## src/rtl/cfg_hdr_pkg.sv

```systemverilog
package cfg_hdr_pkg;
   localparam int BYTE_W  = 8;
   localparam int DWORD_W = 32;
   localparam int LANES   = DWORD_W / BYTE_W;

   typedef logic [BYTE_W-1:0] byte_t;

   typedef enum logic [1:0] {
      CLS_NONE  = 2'd0,
      CLS_SMALL = 2'd1,
      CLS_LARGE = 2'd2
   } cls_sel_e;
endpackage

```

## src/rtl/cfg_byte_reg.sv

```systemverilog
module cfg_byte_reg
   import cfg_hdr_pkg::*;
#(
   parameter byte_t RESET_VAL = '0
) (
   input  logic  clk,
   input  logic  rst_n,
   input  logic  wr_en,
   input  byte_t wr_byte,
   output byte_t value
);
   byte_t q;

   always_ff @(posedge clk or negedge rst_n) begin
      if (!rst_n)     q <= RESET_VAL;
      else if (wr_en) q <= wr_byte;
   end

   assign value = q;
endmodule

```

## src/rtl/cfg_cls_reg.sv

```systemverilog
module cfg_cls_reg
   import cfg_hdr_pkg::*;
#(
   parameter byte_t SIZE_SMALL = 8'h08,
   parameter byte_t SIZE_LARGE = 8'h10,
   parameter bit    ENCODED    = 1'b1
) (
   input  logic  clk,
   input  logic  rst_n,
   input  logic  wr_en,
   input  byte_t wr_byte,
   output byte_t cls_byte,
   output logic  mwi_en
);
   if (SIZE_SMALL == SIZE_LARGE) begin : g_bad_sizes
      $error("cfg_cls_reg: the two legal sizes must differ");
   end
   if (SIZE_SMALL == '0 || SIZE_LARGE == '0) begin : g_bad_zero
      $error("cfg_cls_reg: zero cannot be a legal size");
   end

   if (ENCODED) begin : g_enc
      cls_sel_e sel_q;
      cls_sel_e sel_d;

      always_comb begin
         if (wr_byte == SIZE_SMALL)      sel_d = CLS_SMALL;
         else if (wr_byte == SIZE_LARGE) sel_d = CLS_LARGE;
         else                            sel_d = CLS_NONE;
      end

      always_ff @(posedge clk or negedge rst_n) begin
         if (!rst_n)     sel_q <= CLS_NONE;
         else if (wr_en) sel_q <= sel_d;
      end

      always_comb begin
         unique case (sel_q)
            CLS_SMALL: cls_byte = SIZE_SMALL;
            CLS_LARGE: cls_byte = SIZE_LARGE;
            default:   cls_byte = '0;
         endcase
      end
      assign mwi_en = (sel_q != CLS_NONE);
   end else begin : g_raw
      byte_t q;
      logic  legal;

      assign legal = (wr_byte == SIZE_SMALL) || (wr_byte == SIZE_LARGE);

      always_ff @(posedge clk or negedge rst_n) begin
         if (!rst_n)     q <= '0;
         else if (wr_en) q <= legal ? wr_byte : '0;
      end

      assign cls_byte = q;
      assign mwi_en   = (q != '0);
   end
endmodule

```

## src/rtl/cfg_ident_regs.sv

```systemverilog
module cfg_ident_regs
   import cfg_hdr_pkg::*;
#(
   parameter byte_t REV_DEFAULT  = 8'h0F,
   parameter int    REV_OVR_BITS = 3,
   parameter byte_t HDR_DEFAULT  = 8'h00,
   localparam int   OVR_W        = (REV_OVR_BITS == 0) ? 1 : REV_OVR_BITS
) (
   input  logic             clk,
   input  logic             rst_n,
   input  logic             ee_load,
   input  logic             ee_rev_ovr_en,
   input  logic [OVR_W-1:0] ee_rev_low,
   input  byte_t            ee_hdr_type,
   output byte_t            rev_id,
   output byte_t            hdr_type
);
   if (REV_OVR_BITS < 0 || REV_OVR_BITS > BYTE_W) begin : g_bad_ovr
      $error("cfg_ident_regs: REV_OVR_BITS out of range");
   end

   if (REV_OVR_BITS == 0) begin : g_fixed
      assign rev_id = REV_DEFAULT;
   end else begin : g_ovr
      logic [REV_OVR_BITS-1:0] low_q;

      always_ff @(posedge clk or negedge rst_n) begin
         if (!rst_n)
            low_q <= REV_DEFAULT[REV_OVR_BITS-1:0];
         else if (ee_load)
            low_q <= ee_rev_ovr_en ? ee_rev_low : REV_DEFAULT[REV_OVR_BITS-1:0];
      end

      if (REV_OVR_BITS == BYTE_W) begin : g_full
         assign rev_id = low_q;
      end else begin : g_part
         assign rev_id = {REV_DEFAULT[BYTE_W-1:REV_OVR_BITS], low_q};
      end
   end

   cfg_byte_reg #(.RESET_VAL(HDR_DEFAULT)) u_hdr (
      .clk     (clk),
      .rst_n   (rst_n),
      .wr_en   (ee_load),
      .wr_byte (ee_hdr_type),
      .value   (hdr_type)
   );
endmodule

```

## src/rtl/cfg_rd_mux.sv

```systemverilog
module cfg_rd_mux
   import cfg_hdr_pkg::*;
#(
   parameter int ADDR_W     = 6,
   parameter int ID_DWORD   = 2,
   parameter int MISC_DWORD = 3
) (
   input  logic [ADDR_W-1:0]  addr,
   input  logic [DWORD_W-1:0] id_word,
   input  logic [DWORD_W-1:0] misc_word,
   output logic [DWORD_W-1:0] rdata
);
   always_comb begin
      if (addr == ADDR_W'(ID_DWORD))        rdata = id_word;
      else if (addr == ADDR_W'(MISC_DWORD)) rdata = misc_word;
      else                                  rdata = '0;
   end
endmodule

```

## src/rtl/cfg_hdr_regs.sv

```systemverilog
module cfg_hdr_regs
   import cfg_hdr_pkg::*;
#(
   parameter int    ADDR_W       = 6,
   parameter int    ID_DWORD     = 2,
   parameter int    MISC_DWORD   = 3,
   parameter byte_t REV_DEFAULT  = 8'h0F,
   parameter int    REV_OVR_BITS = 3,
   parameter byte_t BASE_CLASS   = 8'h02,
   parameter byte_t SUB_CLASS    = 8'h00,
   parameter byte_t PROG_IF      = 8'h00,
   parameter byte_t HDR_DEFAULT  = 8'h00,
   parameter byte_t CLS_SMALL_SZ = 8'h08,
   parameter byte_t CLS_LARGE_SZ = 8'h10,
   parameter bit    CLS_ENCODED  = 1'b1,
   localparam int   OVR_W        = (REV_OVR_BITS == 0) ? 1 : REV_OVR_BITS
) (
   input  logic                clk,
   input  logic                rst_n,
   input  logic [ADDR_W-1:0]   cfg_addr,
   input  logic                cfg_we,
   input  logic [LANES-1:0]    cfg_be,
   input  logic [DWORD_W-1:0]  cfg_wdata,
   output logic [DWORD_W-1:0]  cfg_rdata,
   input  logic                ee_load,
   input  logic                ee_rev_ovr_en,
   input  logic [OVR_W-1:0]    ee_rev_low,
   input  logic [BYTE_W-1:0]   ee_hdr_type,
   output logic                mwi_en,
   output logic [BYTE_W-1:0]   lat_timer
);
   if (ID_DWORD == MISC_DWORD) begin : g_bad_map
      $error("cfg_hdr_regs: header dwords overlap");
   end
   if ((ID_DWORD >> ADDR_W) != 0 || (MISC_DWORD >> ADDR_W) != 0) begin : g_bad_addr
      $error("cfg_hdr_regs: ADDR_W too narrow for the map");
   end

   logic  misc_wr;
   byte_t wr_lane [LANES];
   logic  lane_we [LANES];
   byte_t rev_id, hdr_type, cls_byte;

   assign misc_wr = cfg_we && (cfg_addr == ADDR_W'(MISC_DWORD));

   for (genvar i = 0; i < LANES; i++) begin : g_lane
      assign wr_lane[i] = cfg_wdata[i*BYTE_W +: BYTE_W];
      assign lane_we[i] = misc_wr && cfg_be[i];
   end

   cfg_ident_regs #(
      .REV_DEFAULT  (REV_DEFAULT),
      .REV_OVR_BITS (REV_OVR_BITS),
      .HDR_DEFAULT  (HDR_DEFAULT)
   ) u_ident (
      .clk           (clk),
      .rst_n         (rst_n),
      .ee_load       (ee_load),
      .ee_rev_ovr_en (ee_rev_ovr_en),
      .ee_rev_low    (ee_rev_low),
      .ee_hdr_type   (ee_hdr_type),
      .rev_id        (rev_id),
      .hdr_type      (hdr_type)
   );

   cfg_cls_reg #(
      .SIZE_SMALL (CLS_SMALL_SZ),
      .SIZE_LARGE (CLS_LARGE_SZ),
      .ENCODED    (CLS_ENCODED)
   ) u_cls (
      .clk      (clk),
      .rst_n    (rst_n),
      .wr_en    (lane_we[0]),
      .wr_byte  (wr_lane[0]),
      .cls_byte (cls_byte),
      .mwi_en   (mwi_en)
   );

   cfg_byte_reg #(.RESET_VAL(8'h00)) u_lat (
      .clk     (clk),
      .rst_n   (rst_n),
      .wr_en   (lane_we[1]),
      .wr_byte (wr_lane[1]),
      .value   (lat_timer)
   );

   cfg_rd_mux #(
      .ADDR_W     (ADDR_W),
      .ID_DWORD   (ID_DWORD),
      .MISC_DWORD (MISC_DWORD)
   ) u_rd (
      .addr      (cfg_addr),
      .id_word   ({BASE_CLASS, SUB_CLASS, PROG_IF, rev_id}),
      .misc_word ({8'h00, hdr_type, lat_timer, cls_byte}),
      .rdata     (cfg_rdata)
   );
endmodule

```

## config.mk

```make
export PLATFORM = sky130hd
export DESIGN_NAME = cfg_hdr_regs
export DESIGN_NICKNAME = d
export VERILOG_FILES = /design/src/rtl/cfg_hdr_pkg.sv /design/src/rtl/cfg_byte_reg.sv /design/src/rtl/cfg_cls_reg.sv /design/src/rtl/cfg_ident_regs.sv /design/src/rtl/cfg_rd_mux.sv /design/src/rtl/cfg_hdr_regs.sv
export SDC_FILE = /design/constraint.sdc
export NUM_CORES = 1
export LEC_CHECK = 0
export BUFFER_PORTS_ARGS = -buffer_cell sky130_fd_sc_hd__buf_2
export CAP_MARGIN = 20
export CORE_ASPECT_RATIO = 1.25
export CORE_UTILIZATION = 37
export CTS_CLUSTER_DIAMETER = 100
export DETAILED_ROUTE_END_ITERATION = 6
export HOLD_SLACK_MARGIN = 0.02
export PLACE_DENSITY = 0.89
export SKIP_CTS_REPAIR_TIMING = 1
export SLEW_MARGIN = 30
export SYNTH_ARGS = -nofsm -noshare
export SYNTH_HDL_FRONTEND = slang
export SYNTH_SLANG_ARGS = --single-unit
```

## constraint.sdc

```tcl
create_clock -name clk -period 1 [get_ports clk]
set_input_delay 0 -clock clk [delete_from_list [all_inputs] [get_ports clk]]
set_output_delay 0 -clock clk [all_outputs]
set_load 0.01 [all_outputs]
```

==> metrics.md <==
| Metric | Value |
|---|---|
| Status | complete, but fails checks |
| Failing checks | negative setup slack |
| Min cycle time layout | 1.15 ns |
| Nets | 250 |
| Layout cells sized above 1 | 0.555 |
| GR Util All Layers | 0.150 |
| Final non-filler cell total | 225 |
| Max stage delay on crit path | about 0.42 ns |
| CP Data Required Time | 1.00 ns |
| Hold depth | 3 |
| Total negative slack | -0.481 ns |
| Initial antenna violation count | 0 |
| Syn Area/Cell | roughly 12 um^2 |
| Hold Path Class | in -> reg |
| RR Endpoint | u_cls.g_enc.sel_q[1] |
| Clock-pin slew on the worst setup and hold paths | 0.11 ns |
| Post-Syn Instances | 93 |
| RSZ-0062 raised after global routing | true |
| Die area | 0.00322 mm^2 |
| # clock sinks | 21 |
| Worst r2r src | u_cls.g_enc.sel_q[1] |
| Gpl congestion | approximately 0.67 |
| Slowest CP cell | dfrtp_1 |
| Total number of vias | 1034 |
| CP endpoint kind | output pin |
| Worst setup margin | -0.153 ns |
| # IOs | 99 |
| CORE AREA | 0.00276 mm^2 |
| Maximum vdd ir drop | 821 uV |
| CTS tree | yes |
| WP data arrival | 1.15 ns |
| PwrDens | 973 mW/mm^2 |
| Max Root-Sink Buffers | 2 |
| Ys Warns | 0 |
| GR Overflow Total | 0 |
| Vias per cell | roughly 4.6 |
| Most frequent cells in the layout | buf_2, dlygate4sd3_1, and2_1, dfrtp_1, mux2_2 |
| Die span in y | 63.2 um |
| DRT Pass-1 Iters | 4 |
| First-pass GRT wire length | 3710 um |
| Hold_sp | ee_load |
| Residual DRC | 0 |
| Cell Area, Synth | 0.00111 mm^2 |
| Row cnt | 21 |
| Clock skew | 0 ns |
| Max_cap viols | 0 |
| Leakage | 0.000966 uW |
| Synthesis-to-layout area growth | 59.3% |
| Layout fillers | 232 |
| Root Buffer | clkbuf_4 |
| Placed inst area | 0.00147 mm^2 |
| Worst Hold Endpoint | u_ident.g_ovr.low_q[2] |
| Library cells used by synthesis | 26 |
| WL final | 2910 um |
| Later-pin clock latency in the skew report | ~0.29 ns |
| Clock buffer count from CTS | 3 |
| Antenna cells | 0 |
| Commonest non-fill, non-tap cell in the layout | buf_2 |
| Largest net degree at the start of global routing | 22 |
| Vias in the first global route | 923 |
| Fin area | 0.00176 mm^2 |
| Initial core utilization | 0.401 |
| Final Hold Fails | 0 |
| Flop and latch count out of synthesis | 21 |
| # setup viols final | 7 |
| Hold slack | 0.0550 ns |
| H-tree depth | 1 |
| Reg-to-reg slack, setup | between 0.15 and 0.2 ns |
| Final ANT Viol Nets | 0 |
| CP Class | reg -> out |
| Period utilisation layout | 1.15 |
| Drt wl/cell | 12.9 um |
| Post-synthesis sequential area ratio | 0.478 |
| Cell breakdown of the critical path | o21ai_1, and4b_1, buf_2 |
| Die width | 50.9 um |
| Placed insts | 197 |
| R2R depth | 1 |
| CP max FO | 4 |
| Fmax | 867 MHz |
| DP HPWL | 1880 um |
| PortBufs | 70 |
| Initial DRC count | 7 |
| Startpoint Class | register |
| Max Slew Vio Count | 0 |
-- cells by family after synthesis --
family,Yosys count,synth area share
buf+inv,14,0.0893
flops,21,0.478
compound gates,4,0.0260
simple gates,35,0.220
other cells,1,0.00339
mux,18,0.183
-- metrics by stage --
step                total power [uW]  setup slack, ns   util
floorplan                       1120           0.0812      -
global placement                1240           -0.127  0.531
finish                          1720           -0.153  0.639
detailed placement              1250           -0.212  0.531
CTS                             1660           -0.201  0.541
global route                    1810           -0.239  0.639
-- worst max-delay path, delay by kind of cell (launching register included) --
kind                   cells  cell delay (ns)
AND/OR/NAND/NOR            1             0.18
flip-flops                 1             0.42
buffers and inverters      1             0.12
AO/OA/AOI/OAI              1             0.14
-- worst max path at each step --
stage,start,endpoint,slack (ns),depth (start not counted)
floorplan,cfg_wdata[7],u_cls.g_enc.sel_q[0],0.08,3
global placement,cfg_addr[2],cfg_rdata[4],-0.13,5
detailed placement,cfg_addr[2],cfg_rdata[11],-0.21,5
CTS,cfg_addr[2],cfg_rdata[11],-0.20,5
global route,u_cls.g_enc.sel_q[1],cfg_rdata[3],-0.24,3
finish,u_cls.g_enc.sel_q[1],cfg_rdata[3],-0.15,3
-- layer usage --
metal | up-vias | GRT usage | share of wire
met3 | 2 | 0.0217 | 0.064
met1 | 478 | 0.162 | 0.40
li1 | 497 | - | -
met4 | 0 | 0.0625 | 0.0076
met2 | 57 | 0.280 | 0.53
met5 | - | 0 | 0
-- sequential cells by signal (all words and copies together) (netlist names) --
name,count
u_ident.g_ovr.low_q,3
u_ident.u_hdr.value,8
u_cls.g_enc.sel_q,2
u_lat.value,8
-- synthesized netlist by cell type --
master,n,area share
a31oi_1,1,0.0057
and2_1,19,0.11
and3_1,1,0.0057
and4b_1,2,0.018
and4b_2,1,0.010
and4bb_2,1,0.011
buf_2,1,0.0045
buf_4,10,0.068
buf_6,1,0.010
conb_1,1,0.0034
dfrtp_1,18,0.41
dfstp_2,3,0.071
inv_1,2,0.0068
mux2_1,2,0.020
mux2_2,16,0.16
nand2_1,1,0.0034
nand2b_1,2,0.011
nand3_1,1,0.0045
nand3_2,1,0.0090
nor2_1,1,0.0034
nor3_2,1,0.0090
nor4_1,2,0.011
o21ai_0,1,0.0045
o22a_1,2,0.016
or2_2,1,0.0057
or4_4,1,0.010
-- final cells by class --
cell class,count,area (um^2),share of cell area
repair buffers,96,623,0.353
multi-input cells,68,536,0.304
flip-flops and latches,21,529,0.300
well taps,34,42.5,0.0241
clock buffers,4,26.3,0.0149
inverters,2,7.51,0.00426
-- where the power goes --
group	total, uW	internal [uW]	switching, uW
logic	355	212	143
clock network	400	155	245
registers	962	924	38.0
No activity file was read; power rests on OpenSTA's default activity.
